[src/rtl/clrseq_pkg.sv]
package clrseq_pkg;

  localparam int unsigned SEL_W = 2;

  typedef enum logic [SEL_W-1:0] {
    COL_RED   = 2'b00,
    COL_GREEN = 2'b01,
    COL_BLUE  = 2'b10
  } colour_t;

  // Register value to colour; the unused code maps to red.
  function automatic colour_t reg_to_colour(input logic [SEL_W-1:0] v);
    case (v)
      2'b01:   reg_to_colour = COL_GREEN;
      2'b10:   reg_to_colour = COL_BLUE;
      default: reg_to_colour = COL_RED;
    endcase
  endfunction

  // Fixed cycling order red -> green -> blue -> red.
  function automatic colour_t next_colour(input colour_t c);
    case (c)
      COL_RED:   next_colour = COL_GREEN;
      COL_GREEN: next_colour = COL_BLUE;
      default:   next_colour = COL_RED;
    endcase
  endfunction

endpackage

[src/rtl/clrseq_edge_sync.sv]
module clrseq_edge_sync #(
  parameter int unsigned STAGES = 2
) (
  input  logic clk,
  input  logic rst_n,
  input  logic async_i,
  output logic rise_o
);

  logic [STAGES-1:0] sync_q;
  logic [STAGES-1:0] sync_d;
  logic              last_q;
  logic              last_d;

  // Shift chain, one flop per stage.
  assign sync_d[0] = async_i;
  for (genvar g = 1; g < STAGES; g++) begin : g_stage
    assign sync_d[g] = sync_q[g-1];
  end

  assign last_d = sync_q[STAGES-1];

  always_ff @(posedge clk or negedge rst_n) begin
    if (!rst_n) begin
      sync_q <= '0;
      last_q <= 1'b0;
    end else begin
      sync_q <= sync_d;
      last_q <= last_d;
    end
  end

  assign rise_o = sync_q[STAGES-1] & ~last_q;

  AST_RISE_ONE_CYCLE: assert property (@(posedge clk) disable iff (!rst_n)
    rise_o |=> !rise_o);

endmodule

[src/rtl/clrseq_cycler.sv]
module clrseq_cycler
  import clrseq_pkg::*;
(
  input  logic    clk,
  input  logic    rst_n,
  input  logic    active_i,
  input  logic    step_i,
  output colour_t colour_o
);

  colour_t cnt_q;
  colour_t cnt_d;
  logic    prev_q;
  logic    enter;
  logic    cnt_en;

  assign enter  = active_i & ~prev_q;
  assign cnt_en = enter | (active_i & step_i);

  always_comb begin
    cnt_d = cnt_q;
    if (enter) begin
      cnt_d = COL_RED;
    end else if (step_i) begin
      cnt_d = next_colour(cnt_q);
    end
  end

  always_ff @(posedge clk or negedge rst_n) begin
    if (!rst_n) begin
      cnt_q  <= COL_RED;
      prev_q <= 1'b0;
    end else begin
      prev_q <= active_i;
      if (cnt_en) begin
        cnt_q <= cnt_d;
      end
    end
  end

  assign colour_o = cnt_q;

  AST_STEP_ORDER: assert property (@(posedge clk) disable iff (!rst_n)
    (active_i && prev_q && step_i) |=> (cnt_q == next_colour($past(cnt_q))));
  AST_HOLD_IDLE: assert property (@(posedge clk) disable iff (!rst_n)
    (!active_i) |=> $stable(cnt_q));
  AST_HOLD_NO_STEP: assert property (@(posedge clk) disable iff (!rst_n)
    (active_i && prev_q && !step_i) |=> $stable(cnt_q));
  AST_RELOAD_RED: assert property (@(posedge clk) disable iff (!rst_n)
    (active_i && !prev_q) |=> (cnt_q == COL_RED));
  AST_CNT_LEGAL: assert property (@(posedge clk) disable iff (!rst_n)
    cnt_q != 2'b11);

endmodule

[src/rtl/clrseq_route.sv]
module clrseq_route
  import clrseq_pkg::*;
(
  input  logic             lbl_en,
  input  logic             acyc_en,
  input  logic             force_en,
  input  logic [SEL_W-1:0] chan_reg,
  input  logic [SEL_W-1:0] intm_reg,
  input  logic [SEL_W-1:0] fm_reg,
  input  colour_t          cnt_i,
  output colour_t          in_sel_o,
  output colour_t          gain_sel_o
);

  colour_t chan_c;
  colour_t intm_c;
  colour_t fm_c;
  colour_t bank_c;

  assign chan_c = reg_to_colour(chan_reg);
  assign intm_c = reg_to_colour(intm_reg);
  assign fm_c   = reg_to_colour(fm_reg);

  // Source shared by gain/offset select and the unforced input select.
  assign bank_c = acyc_en ? cnt_i : intm_c;

  always_comb begin
    if (!lbl_en) begin
      in_sel_o   = chan_c;
      gain_sel_o = chan_c;
    end else begin
      gain_sel_o = bank_c;
      in_sel_o   = force_en ? fm_c : bank_c;
    end
  end

  always_comb begin
    AST_SEL_LEGAL: assert (in_sel_o != 2'b11 && gain_sel_o != 2'b11);
  end

endmodule

[src/rtl/lbl_colour_seq.sv]
module lbl_colour_seq
  import clrseq_pkg::*;
#(
  parameter int unsigned SYNC_STAGES = 2
) (
  input  logic       clk,
  input  logic       rst_n,
  input  logic       cycle_pin,
  input  logic       lbl_en,
  input  logic       mono_en,
  input  logic       acyc_en,
  input  logic       force_en,
  input  logic [1:0] chan_reg,
  input  logic [1:0] intm_reg,
  input  logic [1:0] fm_reg,
  output logic [1:0] in_sel,
  output logic [1:0] gain_sel,
  output logic       mono_force,
  output logic       pd_green,
  output logic       pd_blue
);

  logic    step;
  logic    cyc_active;
  colour_t cnt;
  colour_t in_c;
  colour_t gain_c;

  assign cyc_active = lbl_en & acyc_en;

  clrseq_edge_sync #(.STAGES(SYNC_STAGES)) u_sync (
    .clk     (clk),
    .rst_n   (rst_n),
    .async_i (cycle_pin),
    .rise_o  (step)
  );

  clrseq_cycler u_cyc (
    .clk      (clk),
    .rst_n    (rst_n),
    .active_i (cyc_active),
    .step_i   (step),
    .colour_o (cnt)
  );

  clrseq_route u_route (
    .lbl_en     (lbl_en),
    .acyc_en    (acyc_en),
    .force_en   (force_en),
    .chan_reg   (chan_reg),
    .intm_reg   (intm_reg),
    .fm_reg     (fm_reg),
    .cnt_i      (cnt),
    .in_sel_o   (in_c),
    .gain_sel_o (gain_c)
  );

  assign in_sel     = in_c;
  assign gain_sel   = gain_c;
  assign mono_force = lbl_en | mono_en;
  assign pd_green   = lbl_en;
  assign pd_blue    = lbl_en;

  AST_LBL_MONO: assert property (@(posedge clk) disable iff (!rst_n)
    (pd_green || pd_blue) |-> mono_force);
  AST_LOCKED_SELECTS: assert property (@(posedge clk) disable iff (!rst_n)
    (lbl_en && acyc_en && !force_en) |-> (in_sel == gain_sel));

endmodule

[config.mk]
export PLATFORM = sky130hd
export DESIGN_NAME = lbl_colour_seq
export DESIGN_NICKNAME = d
export VERILOG_FILES = /design/src/rtl/clrseq_pkg.sv /design/src/rtl/clrseq_edge_sync.sv /design/src/rtl/clrseq_cycler.sv /design/src/rtl/clrseq_route.sv /design/src/rtl/lbl_colour_seq.sv
export SDC_FILE = /design/constraint.sdc
export NUM_CORES = 1
export LEC_CHECK = 0
export BUFFER_PORTS_ARGS = -buffer_cell sky130_fd_sc_hd__buf_4
export CORE_AREA = 5 5 42 44
export CTS_CLUSTER_SIZE = 20
export DETAILED_ROUTE_END_ITERATION = 10
export DIE_AREA = 0 0 47 49
export GPL_TIMING_DRIVEN = 1
export PLACE_DENSITY_LB_ADDON = 0.1
export SLEW_MARGIN = 20
export SYNTH_ARGS = -nofsm -noshare
export SYNTH_HDL_FRONTEND = slang
export SYNTH_SLANG_ARGS = --single-unit
export TNS_END_PERCENT = 10
[constraint.sdc]
create_clock -name clk -period 1.1 [get_ports clk]
set_input_delay 0.055 -clock clk [delete_from_list [all_inputs] [get_ports clk]]
set_output_delay 0.055 -clock clk [all_outputs]
set_load 0.005 [all_outputs]
-- Word level (Yosys, flattened, before mapping)
Cells that the tools add are included.
W data, S select, Z words.
- flip-flop bits (word level): 6
- equal/unequal tests: 7
- muxes and demuxes: 10
- bitwise gates (word level): 8
- reduce and logical (&&, ||, !) cells: 3
- operators with widths (kind ; number):
    $pmux W2 S2 ; 4
    $mux W2 ; 6
    $eq A2 B1 Y1 const B ; 4
    $eq A2 B2 Y1 const B ; 3
    $and A1 B1 Y1 ; 4
    $logic_not A2 Y1 ; 1
    $not A1 Y1 ; 2
    $or A1 B1 Y1 ; 2
    $reduce_and A2 Y1 ; 1
    $reduce_bool A2 Y1 ; 1

-- Depth between registers and ports, before layout
- depth after elaboration: 5
- mapped depth: 4
- mapped depth without buffers: 3

-- Modules after synthesis
A second synthesis with hierarchy kept.
- cells, all modules: 35
- area, all modules: 354.1 sq um
- modules (own cells, without submodules) (module ; instances ; cells each ; area each (sq um) ; seq. area each (sq um)):
    clrseq_cycler ; 1 ; 12 ; 135.1 ; 75.1
    clrseq_route ; 1 ; 15 ; 101.3 ; 0.0
    clrseq_edge_sync ; 1 ; 4 ; 88.8 ; 75.1
    lbl_colour_seq ; 1 ; 4 ; 28.8 ; 0.0

-- Worst setup path before layout
OpenSTA, ideal clock, no wires.
- kind: reg2reg
- from: reg u_sync.last_q
- to: reg u_cyc.cnt_q[0], in the netlist u_cyc.colour_o[0]
- arrival time: 1.088 ns
- slack: -0.067 ns
- cell stages (with the launch flop): 4
- buffers on the path: 0
- period minus slack after synthesis: 1.167 ns
- cells stage by stage: dfrtp_1 -> or2b_1 -> or4_4 -> mux2i_1
- longest elaborated chain between the ends: 5
- elaborated cells between the ends (all ways): 6
- classes of those cells: bitwise: 4; reduce/logical: 2
- ends and longest elaborated chain (element ; line ; text):
    start, declared ; clrseq_edge_sync.sv:12 ; logic last_q;
    start signal, assigned ; clrseq_edge_sync.sv:29 ; last_q <= last_d;
    $not A1 Y1 (*) ; clrseq_edge_sync.sv:33 ; assign rise_o = sync_q[STAGES-1] & ~last_q;
    $and A1 B1 Y1 (*) ; clrseq_edge_sync.sv:33 ;
    $and A1 B1 Y1 ; clrseq_cycler.sv:18 ; assign cnt_en = enter | (active_i & step_i);
    $or A1 B1 Y1 ; clrseq_cycler.sv:18 ;
    $reduce_and A2 Y1 (no line) (*) ; -- ;
    end signal, assigned ; clrseq_cycler.sv:36 ; cnt_q <= cnt_d;
    end, declared ; clrseq_cycler.sv:11 ; colour_t cnt_q;
Mark *: on every way between the ends. The rest lies on a longest branch, timed or not.
A chain may end at the register's enable or synchronous reset.

-- Final worst setup path
- from: reg u_sync.sync_q[1]
- to: reg u_cyc.cnt_q[0], in the netlist u_cyc.colour_o[0]
- longest elaborated chain between the ends: 4
- elaborated cells between the ends (all ways): 5
- classes of those cells: bitwise: 3; reduce/logical: 2
- ends and longest elaborated chain (element ; line ; text):
    start, declared ; clrseq_edge_sync.sv:10 ; logic [STAGES-1:0] sync_q;
    start signal, assigned ; clrseq_edge_sync.sv:28 ; sync_q <= sync_d;
    $and A1 B1 Y1 (*) ; clrseq_edge_sync.sv:33 ;
    $and A1 B1 Y1 ; clrseq_cycler.sv:18 ;
    $or A1 B1 Y1 ; clrseq_cycler.sv:18 ;
    $reduce_and A2 Y1 (no line) (*) ; -- ;
Marked as above.

==> results.md <==
* Status: finished, violations left
* Failing checks: negative setup slack
* Final GP Congestion at between 0.6 and 0.7
* # setup viols final at 5
* Ant. Diodes at 0
* Die X at between 40 and 50 um
* Final hold violations at 0
* Fin cells at between 70 and 80
* Slew headroom at 0.8032
* Utilization after layout at 0.3893
* CTS Buf Count at 3
* Max-cap viol count at 0
* Synth area leaders: dfrtp_1 (43%), inv_1 (5.4%), a21oi_1 (4.3%)
* Share of layout cells above drive strength 1 at 0.4833
* Least-Margin Pin Slew at between 0.2 and 0.3 ns
* Port-buffer cells at 19
* Most used DFF post-synth: dfrtp_1
* Initial core utilization at 0.2482
* Worst Path Arrival at about 1.4 ns
* CP peak stage delay at around 0.43 ns
* Placed instance count at 70
* Vias per cell at ~4.4
* Startpoint class of the critical path: flip-flop
* Total Routing Usage GR at 0.08381
* Synth unique cells at 25
* Req. time, crit path at approximately 1.3 ns
* Final ANT Viol Nets at 0
* Pre-CTS worst setup slack at -0.1164 ns
* CP max-delay cell: or4_4
* WL/cell at about 11 um
* Clock latency at the later pin of the worst-skew pair at ~0.24 ns
* Filler cells at ~150
* Largest net degree at the start of global routing at 11
* WL final at around 810 um
* Syn nets at 51
* Die height at between 40 and 50 um
* CP cell instances: or2b_1, or4_4, mux2i_1
* Post-Syn Area per Cell at 9.154 um2
* Slew Limit Fails at 0
* Synth warn at 0
* Top cells by count, synth: dfrtp_1 (6), inv_1 (5), a21oi_1 (3)
* Worst min path class: input port to flip-flop
* Fin crit period at about 1.2 ns
* DRC errors left at 0
* Peak Freq at between 0.8 and 0.9 GHz
* Leakage Power at around 0.29 nW
* Die area at ~2300 um2
* Post-synthesis cell count at 38
* Vias in the first global route at between 300 and 400
* Final nets at between 70 and 80
* Setup TNS at -0.3849 ns
* Total power at approximately 0.00056 W
* CTS tree: done
* Overflow after GRT at 0
* H-tree level count at 1
* Pwr/cell area at 1023 nW/um2
* Mapped cell area at approximately 350 um2
* Clock skew at 0.002619 ns
* Core footprint at about 1400 um2
* RSZ-0062 raised after global routing: yes
* Async SR Flop Fraction at 1.000
* Clock-pin slew on the worst setup and hold paths at 0.04 ns
* Synth-to-Final Area Change at 56.83%
* Root Driver: clkbuf_4
* Synth area leader: dfrtp_1
* Initial antenna violation count at 0
* Share of the yosys chip area belonging to registers at 0.4317
* TritonCTS Sinks at 6
* First-pass GRT wire length at between 1000 and 1500 um
* Clock tree buffer depth at 2
* Number of synthesized flops with an enable pin at 0
* VDD IR max at approximately 900 uV
* DR pass1 iterations at 2
* # IOs at 20
* Standard-cell rows at 14
* Yosys reg bits at 6
* Final worst setup slack at -0.1338 ns
* DR iter-0 viols at 2
* Post-route clock period utilization at 1.122
* Top cell type's share of synthesized area at 0.4317
* Maximum fanout along the worst path at 2
* Via Count at between 300 and 400
* DP Wirelength at roughly 630 um
* Count leader, synth: dfrtp_1
* Crit Path Class: flip-flop to flip-flop
* Critical Path End Type: flip-flop
==> power by group <==
group	total, W	switching (W)	internal [W]	leakage, nW
clock	0.000197	0.0000741	0.000123	0.0138
sequential	0.000236	0.00000435	0.000232	0.0755
combinational	0.000125	0.0000487	0.0000762	0.198
total	0.000558	0.000127	0.000431	0.287
==> state kept, by name, indices dropped and copies added, names as in the netlist <==
name and count:
u_sync.sync_q 2, u_cyc.colour_o 2, u_cyc.prev_q 1, u_sync.last_q 1
==> area by class of cell <==
cell class / instances / area (um2) / share of cell area
Timing Repair Buffer: 22 / 170.2 / 0.3119
Multi-Input combinational cell: 23 / 160.2 / 0.2936
Sequential cell: 6 / 150.1 / 0.2752
Clock buffer: 3 / 22.52 / 0.04128
Inverter: 6 / 22.52 / 0.04128
Tap cell: 16 / 20.02 / 0.03670
==> critical path: cells and delay by family, from the launching register on <==
kind / cells / cell delay (ns)
multiplexers: 1 / 0.14
flip-flops: 1 / 0.33
AND/OR/NAND/NOR: 2 / 0.68
==> metal layers <==
| metal | global-route usage | share of wire |
|---|---|---|
| met5 | 0 | 0 |
| met3 | 0.05166 | 0.17 |
| met2 | 0.1018 | 0.42 |
| met1 | 0.09932 | 0.38 |
| met4 | 0.06912 | 0.036 |
==> cells by family (layout without fill, tap and decap cells) <==
kind of cell,after synthesis,in the layout,share of synthesized area
and+or+nand+nor,13,13,0.2374
AOI/OAI and AO/OA,9,9,0.1619
buffers and inverters,9,31,0.1403
DFF,6,6,0.4316
muxes,1,1,0.02878
==> final timing paths <==
kind | to | from | slack, ns | depth (start not counted)
min reg2reg | u_sync.sync_q[1]$_DFF_PN0_ | u_sync.sync_q[0]$_DFF_PN0_ | 0.35 | 0
max | u_cyc.colour_o[0]$_DFFE_PN0P_ | u_sync.sync_q[1]$_DFF_PN0_ | -0.13 | 3
max in group asynchronous | u_sync.sync_q[0]$_DFF_PN0_ | rst_n | 0.84 | 2
min | u_cyc.prev_q$_DFF_PN0_ | acyc_en | 0.08 | 3
max reg2reg | u_cyc.colour_o[0]$_DFFE_PN0P_ | u_sync.sync_q[1]$_DFF_PN0_ | -0.13 | 3
min in group asynchronous | u_cyc.colour_o[1]$_DFFE_PN0P_ | rst_n | 0.15 | 2
==> cell usage in the layout, fill, tap and decap left out, types with 2 or more instances in the layout <==
cell type	count
buf_4	20
dfrtp_1	6
inv_1	5
a21oi_1	3
clkbuf_4	3
nand2_1	2
dlygate4sd3_1	2
==> per-stage QoR <==
stage	hold slack [ns]	cell area, um2
2_1_floorplan	-0.2406	347.8
3_3_place_gp	-0.1333	484.2
3_5_place_dp	-0.1367	484.2
4_1_cts	0.07576	543.0
5_1_grt	0.09646	545.5
6_report	0.08122	545.5
==> repair_timing <==
| action | 4_1_cts | 5_1_grt |
|---|---|---|
| endpoints found under the hold margin | 7 | 0 |
| setup buffers | 1 | 0 |
| resized for setup | 2 | 1 |
| hold buffers | 2 | 0 |
| pin swaps | 4 | 2 |
| setup endpoints to repair | 6 | 6 |
(Power assumes the default switching activity.)
